$ cat src/rtl/tick_dn_pkg.sv
package tick_dn_pkg;
  localparam int unsigned ADDR_W = 3;

  typedef enum logic [ADDR_W-1:0] {
    A_CTRL  = 3'd0,
    A_LOAD  = 3'd1,
    A_STAT  = 3'd2,
    A_IEN   = 3'd3,
    A_COUNT = 3'd4
  } reg_addr_e;

  localparam int unsigned B_RUN   = 0;
  localparam int unsigned B_AUTO  = 1;
  localparam int unsigned B_APPLY = 2;
endpackage

$ cat src/rtl/tick_dn_core.sv
module tick_dn_core #(
  parameter int unsigned CNT_W = 32
) (
  input  logic             clk,
  input  logic             rst,
  input  logic             tick_i,
  input  logic             run_i,
  input  logic             auto_i,
  input  logic             apply_i,
  input  logic [CNT_W-1:0] load_i,
  output logic [CNT_W-1:0] count_o,
  output logic             evt_o
);
  localparam logic [CNT_W-1:0] ZERO = '0;
  localparam logic [CNT_W-1:0] ONE  = CNT_W'(1);

  logic [CNT_W-1:0] count_q;
  logic             armed_q;
  logic             step;
  logic             at_zero;

  assign step    = tick_i && run_i && armed_q;
  assign at_zero = (count_q == ZERO);
  assign evt_o   = step && at_zero && !apply_i;
  assign count_o = count_q;

  always_ff @(posedge clk) begin
    if (rst) begin
      count_q <= ZERO;
      armed_q <= 1'b0;
    end else if (apply_i) begin
      count_q <= load_i;
      armed_q <= 1'b1;
    end else if (step) begin
      if (at_zero) begin
        if (auto_i) count_q <= load_i;
        else        armed_q <= 1'b0;
      end else begin
        count_q <= count_q - ONE;
      end
    end
  end

  p_apply_load_r2: assert property (@(posedge clk) disable iff (rst)
    apply_i |=> (count_q == $past(load_i)));
  p_decrement_r3: assert property (@(posedge clk) disable iff (rst)
    (tick_i && run_i && armed_q && !at_zero && !apply_i) |=> (count_q == $past(count_q) - ONE));
  p_freeze_r3: assert property (@(posedge clk) disable iff (rst)
    (!apply_i && !(tick_i && run_i)) |=> $stable(count_q));
  p_reload_r5: assert property (@(posedge clk) disable iff (rst)
    (evt_o && auto_i) |=> (count_q == $past(load_i)));
  p_oneshot_stop_r6: assert property (@(posedge clk) disable iff (rst)
    (evt_o && !auto_i) |=> (!armed_q && count_q == ZERO));
endmodule

$ cat src/rtl/tick_dn_regs.sv
module tick_dn_regs
  import tick_dn_pkg::*;
#(
  parameter int unsigned CNT_W = 32
) (
  input  logic              clk,
  input  logic              rst,
  input  logic              wr_en,
  input  logic [ADDR_W-1:0] wr_addr,
  input  logic [CNT_W-1:0]  wr_data,
  input  logic [ADDR_W-1:0] rd_addr,
  input  logic              evt_i,
  input  logic [CNT_W-1:0]  count_i,
  output logic              run_o,
  output logic              auto_o,
  output logic              apply_o,
  output logic [CNT_W-1:0]  load_o,
  output logic              irq_o,
  output logic [CNT_W-1:0]  rd_data_o
);
  logic             run_q, auto_q, flag_q, ie_q, irq_q;
  logic [CNT_W-1:0] load_q, rd_q, rd_d;
  logic             flag_d, ie_d;
  logic             ctrl_wr, load_wr, stat_wr, ien_wr;

  assign ctrl_wr = wr_en && (wr_addr == A_CTRL);
  assign load_wr = wr_en && (wr_addr == A_LOAD);
  assign stat_wr = wr_en && (wr_addr == A_STAT);
  assign ien_wr  = wr_en && (wr_addr == A_IEN);

  assign apply_o = ctrl_wr && wr_data[B_APPLY];

  always_comb begin
    if (evt_i)                       flag_d = 1'b1;
    else if (stat_wr && wr_data[0])  flag_d = 1'b0;
    else                             flag_d = flag_q;
    ie_d = ien_wr ? wr_data[0] : ie_q;
  end

  always_comb begin
    rd_d = '0;
    case (rd_addr)
      A_CTRL:  begin rd_d[B_RUN] = run_q; rd_d[B_AUTO] = auto_q; end
      A_LOAD:  rd_d = load_q;
      A_STAT:  rd_d[0] = flag_q;
      A_IEN:   rd_d[0] = ie_q;
      A_COUNT: rd_d = count_i;
      default: rd_d = '0;
    endcase
  end

  always_ff @(posedge clk) begin
    if (rst) begin
      run_q  <= 1'b0;
      auto_q <= 1'b0;
      load_q <= '0;
      flag_q <= 1'b0;
      ie_q   <= 1'b1;
      irq_q  <= 1'b0;
      rd_q   <= '0;
    end else begin
      if (ctrl_wr) begin
        run_q  <= wr_data[B_RUN];
        auto_q <= wr_data[B_AUTO];
      end
      if (load_wr) load_q <= wr_data;
      flag_q <= flag_d;
      ie_q   <= ie_d;
      irq_q  <= flag_d && ie_d;
      rd_q   <= rd_d;
    end
  end

  assign run_o     = run_q;
  assign auto_o    = auto_q;
  assign load_o    = load_q;
  assign irq_o     = irq_q;
  assign rd_data_o = rd_q;

  p_flag_source_r4: assert property (@(posedge clk) disable iff (rst)
    $rose(flag_q) |-> $past(evt_i));
  p_w1c_r8: assert property (@(posedge clk) disable iff (rst)
    (stat_wr && wr_data[0] && !evt_i) |=> !flag_q);
  p_evt_sets_r8: assert property (@(posedge clk) disable iff (rst)
    evt_i |=> flag_q);
  p_irq_gate_r9: assert property (@(posedge clk) disable iff (rst)
    (!flag_q || !ie_q) |-> !irq_o);
endmodule

$ cat src/rtl/tick_down_timer.sv
module tick_down_timer
  import tick_dn_pkg::*;
#(
  parameter int unsigned CNT_W = 32
) (
  input  logic              clk,
  input  logic              rst,
  input  logic              tick_i,
  input  logic              wr_en,
  input  logic [ADDR_W-1:0] wr_addr,
  input  logic [CNT_W-1:0]  wr_data,
  input  logic [ADDR_W-1:0] rd_addr,
  output logic [CNT_W-1:0]  rd_data_o,
  output logic              irq_o
);
  logic             run, auto_rl, apply, evt;
  logic [CNT_W-1:0] load_val, count;

  tick_dn_regs #(.CNT_W(CNT_W)) u_regs (
    .clk       (clk),
    .rst       (rst),
    .wr_en     (wr_en),
    .wr_addr   (wr_addr),
    .wr_data   (wr_data),
    .rd_addr   (rd_addr),
    .evt_i     (evt),
    .count_i   (count),
    .run_o     (run),
    .auto_o    (auto_rl),
    .apply_o   (apply),
    .load_o    (load_val),
    .irq_o     (irq_o),
    .rd_data_o (rd_data_o)
  );

  tick_dn_core #(.CNT_W(CNT_W)) u_core (
    .clk     (clk),
    .rst     (rst),
    .tick_i  (tick_i),
    .run_i   (run),
    .auto_i  (auto_rl),
    .apply_i (apply),
    .load_i  (load_val),
    .count_o (count),
    .evt_o   (evt)
  );
endmodule

$ cat config.mk
export PLATFORM = sky130hd
export DESIGN_NAME = tick_down_timer
export DESIGN_NICKNAME = d
export VERILOG_FILES = /design/src/rtl/tick_dn_pkg.sv /design/src/rtl/tick_dn_core.sv /design/src/rtl/tick_dn_regs.sv /design/src/rtl/tick_down_timer.sv
export SDC_FILE = /design/constraint.sdc
export NUM_CORES = 1
export LEC_CHECK = 0
export ABC_CLOCK_PERIOD_IN_PS = 5550
export BUFFER_PORTS_ARGS = -buffer_cell sky130_fd_sc_hd__buf_2
export CELL_PAD_IN_SITES_DETAIL_PLACEMENT = 0
export CELL_PAD_IN_SITES_GLOBAL_PLACEMENT = 1
export CORE_ASPECT_RATIO = 0.7
export CORE_MARGIN = 8
export CORE_UTILIZATION = 40
export CTS_CLUSTER_DIAMETER = 120
export DETAILED_ROUTE_END_ITERATION = 6
export GPL_TIMING_DRIVEN = 0
export PLACE_DENSITY_LB_ADDON = 0.1
export RECOVER_POWER = 100
export SKIP_LAST_GASP = 1
export SYNTH_ARGS = -nofsm -noshare
export SYNTH_HDL_FRONTEND = slang
export SYNTH_HIERARCHICAL = 1
export SYNTH_SLANG_ARGS = --single-unit
$ cat constraint.sdc
create_clock -name clk -period 5.55 [get_ports clk]
set_clock_uncertainty 0.05 [all_clocks]
set_input_delay 0.2775 -clock clk [delete_from_list [all_inputs] [get_ports clk]]
set_output_delay 0.2775 -clock clk [all_outputs]
set_load 0.005 [all_outputs]
---- Word level (Yosys, flattened, before mapping) ----
Cells that the tools add are included.
word-level totals
  register bits after elaboration ......... 102
  logic and storage cells ................. 52
  output and inout bits ................... 33
  input port bits ......................... 42
cells by class
  $add $sub $neg .......................... 1
  eq/ne operators ......................... 9
  reductions and logical operators ........ 19
  mux-type cells .......................... 14
operators with widths
  kind                                                    count
  two-way mux 32 bit                                      4
  one-hot mux 30 bit (2 select lines)                     1
  zero test 32 bit                                        1
  subtractor 32 x 1 -> 32 bit (second input constant)     1
  == test 3 x 2 -> 1 bit (second input constant)          4
  logical AND 1 bit                                       11
  two-way mux 1 bit                                       7
  == test 3 x 1 -> 1 bit (second input constant)          2
  zero test 3 bit                                         2
  one-hot mux 1 bit (5 select lines)                      1
  nonzero test 2 bit                                      2
  == test 3 bit (second input constant)                   1
  inequality test 3 x 2 -> 1 bit (second input constant)  1
  one-hot mux 1 bit (3 select lines)                      1
  AND reduction 3 bit                                     1
  inequality test 2 x 1 -> 1 bit (second input constant)  1
  AND reduction 2 bit                                     1
  zero test 1 bit                                         1

---- Logic depth before layout (Yosys ltp) ----
Gate-level depths: netlist (run 1).
  depth after elaboration ................. 7
  mapped depth ............................ 10
  gate-level depth less buffers ........... 9

---- Modules after synthesis ----
The synthesis (run 1) kept the hierarchy.
by module, submodules not included
  module        sequential area each (µm²)  times used  cells each  area each (µm²)
  tick_dn_regs  1,381.3                     1           280         2,547.4
  tick_dn_core  660.6                       1           309         2,339.7

---- Least setup slack after synthesis (run 1) ----
OpenSTA, ideal clock, no wires.
  path type ............................... register -> register
  start point ............................. register u_core.count_q[0], in the netlist u_core/count_o[0]
  end point ............................... register u_regs.irq_q, in the netlist u_regs/irq_o
  setup time .............................. 0.086 ns
  arrival time ............................ 2.536 ns
  buffers on the path ..................... 0
  period minus slack after synthesis ...... 2.672 ns
  path slack .............................. 2.878 ns
  required time ........................... 5.414 ns
  cell stages (with the launch flop) ...... 10
  cells stage by stage .................... dfxtp_1 > inv_1 > ha_1 > or4b_1 > or4_4 > or4_1 > nor2_1 > nand2_1 > a21o_1 > a211oi_1
on the way
  word-level cells in the longest chain between the ends .. 5
ends and longest elaborated chain
  element                          line                   RTL
  from (decl)                      tick_dn_core.sv:17     logic [CNT_W-1:0] count_q;
  from (signal assigned)           tick_dn_core.sv:32     count_q <= load_i;
  from (signal assigned)           tick_dn_core.sv:36     if (auto_i) count_q <= load_i;
  from (signal assigned)           tick_dn_core.sv:39     count_q <= count_q - ONE;
  zero test 32 bit                 tick_dn_core.sv:23     assign at_zero = (count_q == ZERO);
  logical AND 1 bit (2 in series)  tick_dn_core.sv:24     assign evt_o = step && at_zero && !apply_i;
  via evt                          tick_down_timer.sv:16  logic run, auto_rl, apply, evt;
  two-way mux 1 bit                tick_dn_regs.sv:34     if (evt_i) flag_d = 1'b1;
  logical AND 1 bit                tick_dn_regs.sv:69     irq_q <= flag_d && ie_d;
  to (signal assigned)             tick_dn_regs.sv:69
  to (decl)                        tick_dn_regs.sv:21     logic run_q, auto_q, flag_q, ie_q, irq_q;
The timed path passes the listed nets, and every way through them passes these cells.
A chain may end at the register's enable or synchronous reset.

---- Worst setup path in the final report (run 1) ----
  start point ............................. register u_core.count_q[18], in the netlist u_core/count_o[18]
  end point ............................... register u_core.count_q[13], in the netlist u_core/count_o[13]
on the way
  word-level cells in the longest chain between the ends .. 4
  elaborated cells between the ends (all ways) .. 6
  those cells by class .................... 1 x eq/ne; 3 x mux; 2 x reduce/logical
ends and longest elaborated chain
  element             line                RTL
  zero test 32 bit *  tick_dn_core.sv:23
  two-way mux 32 bit  tick_dn_core.sv:35  if (at_zero) begin
  two-way mux 32 bit  tick_dn_core.sv:34  end else if (step) begin
  two-way mux 32 bit  tick_dn_core.sv:31  end else if (apply_i) begin
Mark *: on every way between the ends. The rest lies on a longest branch, timed or not. The select of a mux whose other input is x is not followed.

==> impl_metrics.ini, run 1 <==
[worst_setup_path]
crit_path_frequent_cell = nor4_1
critPathRequiredTime_ps = 5690
critPathLaunchType = flip-flop
timing.rr.start = u_core/count_o[18]$_SDFFE_PP0P_
slowest_delay_ps = 1140
reg2reg_to = u_core/count_o[13]$_SDFFE_PP0P_
rrSetupSlack_ps = 1740
path_delay_family = simple AND/OR/NAND/NOR gates
worstRegToRegCells = 6
worstSetupPathType = reg2reg
crit_chain = nor4_1 > nand3_2 > nor4_1 > nand2_1 > a21oi_1 > o22ai_1
critPathArrivalTime_ps = 3950
cpMaxStageDelayCell = nor4_1
cp_num_buf_inv = 0
crit_path_max_fanout = 8
crit_path_end_kind = flip-flop

[routing]
wirelength_mm = 16.5
drt_iter0_markers = 408
dr_wl_met2_mm = 7.02
wl_per_cell_um = 19.8
routed.top_layer = met4
dr.pass1.iters = 5
drtAntennaViolNets = 0
num_vias = 4827
vias_per_cell = 5.78
drc = 0
met3WireLength_mm = 1.26
met1Wirelength_mm = 8.11

[grt]
overflow = 0
grt_use_total = 0.208
grt_pass1_wl_mm = 26.3
antenna_found_initial = 0
grt_max_degree = 17
grt_pass1_vias = 4725

[yosys]
syn_area_um2 = 4890
syn_nets = 633
synthDistinctLibCells = 68
synthArstFlopShare = 0
synth-seq-cells = 102
syn_inst = 589
yosysTopAreaCellShare = 0.418
avgSynthCellArea_um2 = 8.30
ys_top_cells_by_area = dfxtp_1 (42%), nand2_1 (6.3%), a21oi_1 (5.9%)
yosysTopAreaCell = dfxtp_1
synth_edf_count = 0
ys_seq_area_frac = 0.418
yosysWarnings = 6
synth_ff_type = dfxtp_1

[clocking]
clock_latency_ps = 350
ctsLongestPathBuffers = 2
cts_hold_buf = 0
cts_resized = 0
clockRootBuffer = clkbuf_16
cts_tree = built
cts_max_level = 3
clk_pin_slew_worst_paths_ps = 70
clock_sinks = 102
post_cts_buffers = 0
cts_made_buffers = 9

[sta]
fin_crit_sh = 0.687
drv_slew = 0
worstMarginPinSlew_ps = 1310
tns_ps = 0
fmax_ghz = 0.262
whs_ps = 112
rsz0062_at_grt = no
hold_viol_final = 0
setup_viol = 0
relSlewSlack = 0.121
fin_crit_ps = 3810

[worst_hold_path]
min_from = wr_data[4]
min_path_cells = 3
hold_end = u_regs/load_o[4]$_SDFFE_PP0P_
holdCritPathClass = in2reg

[placement]
hpwl_mm = 12.1
gp_congestion = 0.910
port_buffers = 73

[pwr]
pwr-share-clk = 0.428
vdd_drop_max_v = 0.000145
p_leak_nw = 2.04
p_int_w = 0.00114
swShare = 0.241
seq_power_share = 0.496
netSwitchingPower_w = 0.000361
p_per_area_nw_per_um2 = 268
combPwrFrac = 0.075

[job]
cap_violations = 0

[floorplanning]
die-width_um = 148
std_cell_rows = 33
die_h_um = 108
start_util = 0.414
pin_count = 75
coreArea_um2 = 11800
dieArea_um2 = 16100

[finish]
drive_gt1_frac = 0.149
area_growth_pct = 14.5
nets = 717
antennaDiodeCount = 0

[status]
status = finished clean
[power by group through the flow]
stage	clock network, W	registers, W	logic (W)
after CTS	0.000653	0.000744	0.000118
after floorplan	0	0.000759	0.0000702
after global routing	0.000686	0.000745	0.000124
after global placement	0	0.000761	0.000115
final	0.000642	0.000744	0.000113
after detailed placement	0	0.000761	0.000117
[how the worst max path moves through the flow]
stage	from	endpoint	depth (start not counted)
after floorplan	u_core/count_o[0]$_SDFFE_PP0P_	u_regs/irq_o$_SDFF_PP0_	9
after global placement	wr_addr[0]	u_core/count_o[14]$_SDFFE_PP0P_	8
after detailed placement	wr_addr[0]	u_core/count_o[14]$_SDFFE_PP0P_	8
after CTS	u_core/count_o[3]$_SDFFE_PP0P_	u_core/count_o[5]$_SDFFE_PP0P_	6
after global routing	wr_addr[0]	u_core/count_o[31]$_SDFFE_PP0P_	11
final	u_core/count_o[18]$_SDFFE_PP0P_	u_core/count_o[13]$_SDFFE_PP0P_	6
[per-layer routing]
metal  GRT usage  vias up
met1       0.294     2303
met5           0        -
li1            -     2319
met3      0.0509       17
met2       0.313      188
met4      0.0413        0
[area by class of cell]
type	count	area (um2)
Fill cell	1281	6210
Multi-Input combinational cell	429	2480
Sequential cell	102	2040
Timing Repair Buffer	73	334
Clock buffer	11	243
Tap cell	157	196
Buffer	41	180
Inverter	17	63.8
Clock inverter	5	58.8
[through the flow]
step / std cells / worst slack [ps] / cell area (um2) / power (W) / utilization
floorplan: 589 / 2880 / 4890 / 0.000829 / -
global placement: 819 / 2100 / 5450 / 0.000876 / 0.461
detailed placement: 819 / 2130 / 5450 / 0.000878 / 0.461
CTS: 835 / 2210 / 5750 / 0.00151 / 0.487
global route: 835 / 1530 / 5600 / 0.00155 / 0.474
finish: 835 / 1740 / 5600 / 0.00150 / 0.474
[layout by cell type (no fill, tap or decap), drive strengths merged, types with 3 or more instances in the layout]
cell type	Yosys	routed
and3	5	5
nor4	15	15
a31oi	4	4
o22ai	9	9
inv	16	16
o21ai	16	16
o32ai	10	10
clkbuf	15	66
a211oi	3	3
nor2	59	59
clkinv	1	3
a22oi	31	31
nor3	26	26
a32o	4	4
mux2i	5	5
and4	3	3
nand2	93	93
mux2	3	3
nand4	10	10
buf	26	59
nand3	15	15
or3	5	5
o31ai	4	4
dfxtp	102	102
and2	4	4
a21oi	68	68
or4	6	6
[cells in the mapped netlist (2+ instances only)]
master / n
o31ai_1: 2
o31ai_4: 2
a211o_1: 2
ha_1: 2
or4_4: 2
and4_1: 3
or4b_1: 2
nand2_1: 82
buf_2: 16
o22ai_1: 9
clkbuf_1: 15
mux2i_1: 5
a31oi_1: 4
a21oi_1: 58
and3_1: 5
a21oi_2: 10
and2_1: 4
or3_1: 5
a32oi_1: 2
nand3_1: 13
a22oi_1: 31
a211oi_1: 3
nor4_2: 2
buf_6: 6
nand4_1: 9
o32ai_1: 9
o21ai_0: 14
nand3_2: 2
dfxtp_1: 102
nor3b_2: 2
nor2_1: 58
nor4_1: 12
a32o_1: 4
nand2_2: 11
buf_4: 4
a21o_1: 2
nor3_1: 26
or4_1: 4
inv_1: 16
[cell families (layout without fill, tap and decap cells)]
kind of cell,after synthesis,after routing,synth area share
mux,8,8,0.0179
fa+ha+maj,2,2,0.00512
simple gates,253,253,0.265
flops,102,102,0.418
compound gates,166,166,0.233
buf+inv,58,147,0.0609
[worst min-delay path: stages]
cell and delay [ps]:
buf_2 90, nand2_1 40, a21oi_1 50
[flip-flops by register name (all words and copies together) (netlist names)]
signal and flops:
u_core/armed_q 1, u_core/count_o 32, u_regs/ie_q 1, u_regs/flag_q 1
u_regs/run_o 1, u_regs/auto_o 1, u_regs/load_o 32, u_regs/irq_o 1
u_regs/rd_data_o 32
(Power assumes the default switching activity.)
==> inputs of run 2 (changes only) <==
Settings changed: ABC_CLOCK_PERIOD_IN_PS 5550 to 3100, CORE_UTILIZATION 40 to 38.
Clock period 5.55 ns to 3.1 ns, I/O delays scaled along.
==> run 2 against run 1 <==
  * Die area increased by 4.6%
  * Register-to-register slack got worse by 1600 ps
  * Fmax increased by 29%
  * Sequential share of layout area decreased by 2.2 points
  * Critical path depth increased by 4
  * Highest routed layer unchanged
  * Core utilization increased by 0.16 points
==> impl_metrics.ini, run 2 (synthesis gave the netlist of run 1 again) <==
[status]
status = finished clean

[placement]
hpwl_mm = 12.4
dp_cells = 824
place_ws_ps = -228
port_buffers = 73
gp_congestion = 0.899

[clocking]
clock_sinks = 102
clock_latency_ps = 340
clk_pin_slew_worst_paths_ps = 70
ctsLongestPathBuffers = 2
cts_made_buffers = 9
clockRootBuffer = clkbuf_16
post_cts_buffers = 0
cts_max_level = 3
cts_tree = built

[grt]
grt_pass1_wl_mm = 27.2
antenna_found_initial = 0
grt_pass1_vias = 4812
grt_use_total = 0.206
grt_max_degree = 17
overflow = 0

[worst_setup_path]
cpMaxStageDelayCell = or4b_4
slowest_delay_ps = 500
crit_chain = inv_1 > ha_1 > or4b_4 > or4_4 > o31ai_4 > buf_4 > clkbuf_2 > nor2_1 > a21oi_1 > o32ai_1
crit_path_max_fanout = 10
cp_num_buf_inv = 3
critPathLaunchType = flip-flop
worstSetupPathType = reg2reg
critPathRequiredTime_ps = 3250
path_delay_family = simple AND/OR/NAND/NOR gates
critPathArrivalTime_ps = 3110
crit_path_end_kind = flip-flop

[sta]
fin_ws_ps = 144
setup_viol = 0
fin_crit_sh = 0.954
fmax_ghz = 0.338
hold_viol_final = 0
rsz0062_at_grt = no
fin_crit_ps = 2960
drv_slew = 0
whs_ps = 2.84
relSlewSlack = 0.458
worstMarginPinSlew_ps = 807

[finish]
antennaDiodeCount = 0
final_cell_mix = dfxtp_1 (102), nand2_1 (82), a21oi_1 (67)
final_common_cell = dfxtp_1
stdcell_count = 866
area_growth_pct = 21.7
drive_gt1_frac = 0.172
nets = 743

[routing]
dr.pass1.iters = 5
drtAntennaViolNets = 0
wl_per_cell_um = 19.9
dr_wl_met2_mm = 7.30
drt_iter0_markers = 430
num_vias = 4949
wirelength_mm = 17.2
vias_per_cell = 5.71
drc = 0
routed.top_layer = met4
met1Wirelength_mm = 8.44
met3WireLength_mm = 1.32

[floorplanning]
dieArea_um2 = 16800
coreArea_um2 = 12500
pin_count = 75
std_cell_rows = 34
start_util = 0.391
die-width_um = 152
die_h_um = 111

[worst_hold_path]
holdCritPathClass = in2reg

[pwr]
p_per_area_nw_per_um2 = 461
p_leak_nw = 2.21
vdd_drop_max_v = 0.000328

[job]
cap_violations = 0
-- run 2: worst paths after layout --
| check | start | to | slack (ps) | cells after the start |
|---|---|---|---|---|
| worst min-delay path | rd_addr[1] | u_regs/rd_data_o[1]$_SDFF_PP0_ | 3 | 2 |
| worst max-delay path | u_core/count_o[0]$_SDFFE_PP0P_ | u_core/count_o[2]$_SDFFE_PP0P_ | 140 | 10 |
| worst min register to register | u_regs/load_o[3]$_SDFFE_PP0P_ | u_regs/load_o[3]$_SDFFE_PP0P_ | 430 | 2 |
| worst max register to register | u_core/count_o[0]$_SDFFE_PP0P_ | u_core/count_o[2]$_SDFFE_PP0P_ | 140 | 10 |
-- run 2: worst reg2reg max path: cells and delay by family, from the launching register on --
| kind | cells | cell delay, ps |
|---|---|---|
| simple gates | 3 | 1060 |
| buf+inv | 3 | 710 |
| compound gates | 3 | 450 |
| flops | 1 | 350 |
| fa+ha+maj | 1 | 200 |
-- run 2: final cells by class --
type                            count  area [um2]
Buffer                             41         201
Clock buffer                       12         256
Clock inverter                      4        55.1
Fill cell                        1304        6560
Inverter                           17        63.8
Multi-Input combinational cell    429        2530
Sequential cell                   102        2040
Tap cell                          162         203
Timing Repair Buffer               99         597
-- run 2: what timing repair did --
action                                 4_1_cts  5_1_grt
setup endpoints to repair                    8       13
endpoints found under the hold margin       26        0
hold buffers                                26        0
cloned                                       0        0
resized for setup                            1        6
-- run 2: through the flow --
step                area (um2)  total power, W   util  setup TNS [ps]
detailed placement        5460         0.00157  0.436           -1340
floorplan                 4890         0.00148      -               0
CTS                       6030         0.00278  0.482               0
finish                    5950         0.00274  0.476               0
global placement          5460         0.00157  0.436           -1520
global route              5950         0.00285  0.476               0
-- run 2: routing by layer --
layer	global-route usage	vias to the layer above
met4	0.0469	0
met2	0.298	176
met5	0	-
met1	0.297	2386
met3	0.0506	17
li1	-	2370
-- run 2: power breakdown --
group	internal, W	switching, W	total, W
Clock	0.000674	0.000504	0.00118
Combinational	0.0000932	0.000139	0.000232
Sequential	0.00132	0.0000110	0.00133
==> inputs of run 3 (changes only) <==
Settings changed: CORE_UTILIZATION 38 to 40, CTS_BUF_LIST set to sky130_fd_sc_hd__clkbuf_2.
==> run 3 against run 2 <==
  * Worst hold slack improved by 120 ps
  * Cell area increased by 0.46%
  * Setup slack got worse by 110 ps
  * Sequential power about the same
  * Sequential share of layout area decreased by 0.16 points
  * Critical path type unchanged
  * Largest cell class unchanged
  * Highest routed layer unchanged
==> impl_metrics.ini, run 3 (synthesis gave the netlist of run 1 again) <==
[sta]
relSlewSlack = 0.430
drv_slew = 0
worstMarginPinSlew_ps = 848
setup_viol = 0
hold_viol_final = 0
fin_crit_ps = 3070
fmax_ghz = 0.326
fin_ws_ps = 32.5
fin_crit_sh = 0.990
rsz0062_at_grt = yes
whs_ps = 128
tns_ps = 0

[pwr]
pwr-share-clk = 0.286
seq_power_share = 0.601
p_per_area_nw_per_um2 = 373
p_leak_nw = 2.20
combPwrFrac = 0.113
p_int_w = 0.00162
swShare = 0.272
netSwitchingPower_w = 0.000607
vdd_drop_max_v = 0.000194

[grt]
grt_max_degree = 17
grt_pass1_vias = 4923
grt_pass1_wl_mm = 27.2
grt_use_total = 0.215
overflow = 0
antenna_found_initial = 0

[floorplanning]
die-width_um = 148
start_util = 0.414
dieArea_um2 = 16100
pin_count = 75
std_cell_rows = 33
die_h_um = 108
coreArea_um2 = 11800

[worst_setup_path]
critPathRequiredTime_ps = 3530
crit_path_end_kind = flip-flop
rrSetupSlack_ps = 30
critPathArrivalTime_ps = 3500
critPathLaunchType = flip-flop
worstSetupPathType = reg2reg
crit_path_max_fanout = 10

[finish]
utilization = 0.506
area_growth_pct = 22.3
final_cell_mix = dfxtp_1 (102), nand2_1 (82), a21oi_1 (63)
stdcell_count = 880
drive_gt1_frac = 0.170
final_common_cell = dfxtp_1
nets = 762
antennaDiodeCount = 0

[routing]
dr.pass1.iters = 5
drt_iter0_markers = 499
num_vias = 5033
vias_per_cell = 5.72
drtAntennaViolNets = 0
wirelength_mm = 17.0
wl_per_cell_um = 19.3
drc = 0

[placement]
dp_cells = 819
gp_congestion = 0.910
hpwl_mm = 12.1
place_ws_ps = -229
port_buffers = 73

[clocking]
cts_max_level = 3
cts_made_buffers = 9
clock_latency_ps = 600
clk_pin_slew_worst_paths_ps = 260
clock_sinks = 102
cts_tree = built
ctsLongestPathBuffers = 2
clockRootBuffer = clkbuf_2

[status]
status = finished clean

[job]
cap_violations = 0

[worst_hold_path]
holdCritPathClass = in2reg
==> run 3: final cells by class <==
type	count	area, um2
tap	157	196
multi-input combinational	429	2550
clock inverter	6	62.6
timing repair buffer	118	785
sequential	102	2040
inverter	17	63.8
clock buffer	10	50.0
fill	1228	5830
buffer	41	226
==> run 3: worst max-delay path, cell delays in order (launching register included) <==
cell      delay, ps
dfxtp_1         420
nor4_2          670
nand3_2         290
or4b_1          640
o211ai_1        140
clkbuf_1        590
o32ai_1         160
==> run 3: power by group through the flow <==
stage	Sequential (W)	Clock, W	Combinational (W)
2_1_floorplan	0.00136	0	0.000126
3_3_place_gp	0.00136	0	0.000206
3_5_place_dp	0.00136	0	0.000209
4_1_cts	0.00134	0.000661	0.000249
5_1_grt	0.00134	0.000724	0.000273
6_report	0.00134	0.000639	0.000251
==> run 3: per-stage QoR <==
| step | area [um2] | power (W) |
|---|---|---|
| global placement | 5450 | 0.00157 |
| CTS | 6020 | 0.00225 |
| floorplan | 4890 | 0.00148 |
| detailed placement | 5450 | 0.00157 |
| finish | 5980 | 0.00223 |
| global route | 5980 | 0.00234 |
==> run 3: final timing paths <==
| check | start | endpoint | cells past startpoint |
|---|---|---|---|
| worst max-delay path | u_core/count_o[18]$_SDFFE_PP0P_ | u_core/count_o[25]$_SDFFE_PP0P_ | 6 |
| worst min-delay path | rst | u_regs/load_o[12]$_SDFFE_PP0P_ | 3 |
| worst max register to register | u_core/count_o[18]$_SDFFE_PP0P_ | u_core/count_o[25]$_SDFFE_PP0P_ | 6 |
| worst min register to register | u_regs/load_o[25]$_SDFFE_PP0P_ | u_regs/load_o[25]$_SDFFE_PP0P_ | 2 |
==> run 3: timing repair <==
item                                   CTS  global route
gates resized for setup                  1             5
hold buffers                            45             0
setup buffers                            0             0
endpoints found under the hold margin   39             0
setup endpoints to repair                8             6
cloned                                   0             0
==> run 3: metal layers <==
layer | wire (um) | up-vias | track usage
li1 | - | 2403 | -
met3 | 1440 | 17 | 0.0492
met5 | 0 | - | 0
met1 | 8060 | 2415 | 0.302
met4 | 198 | 0 | 0.0493
met2 | 7280 | 198 | 0.327
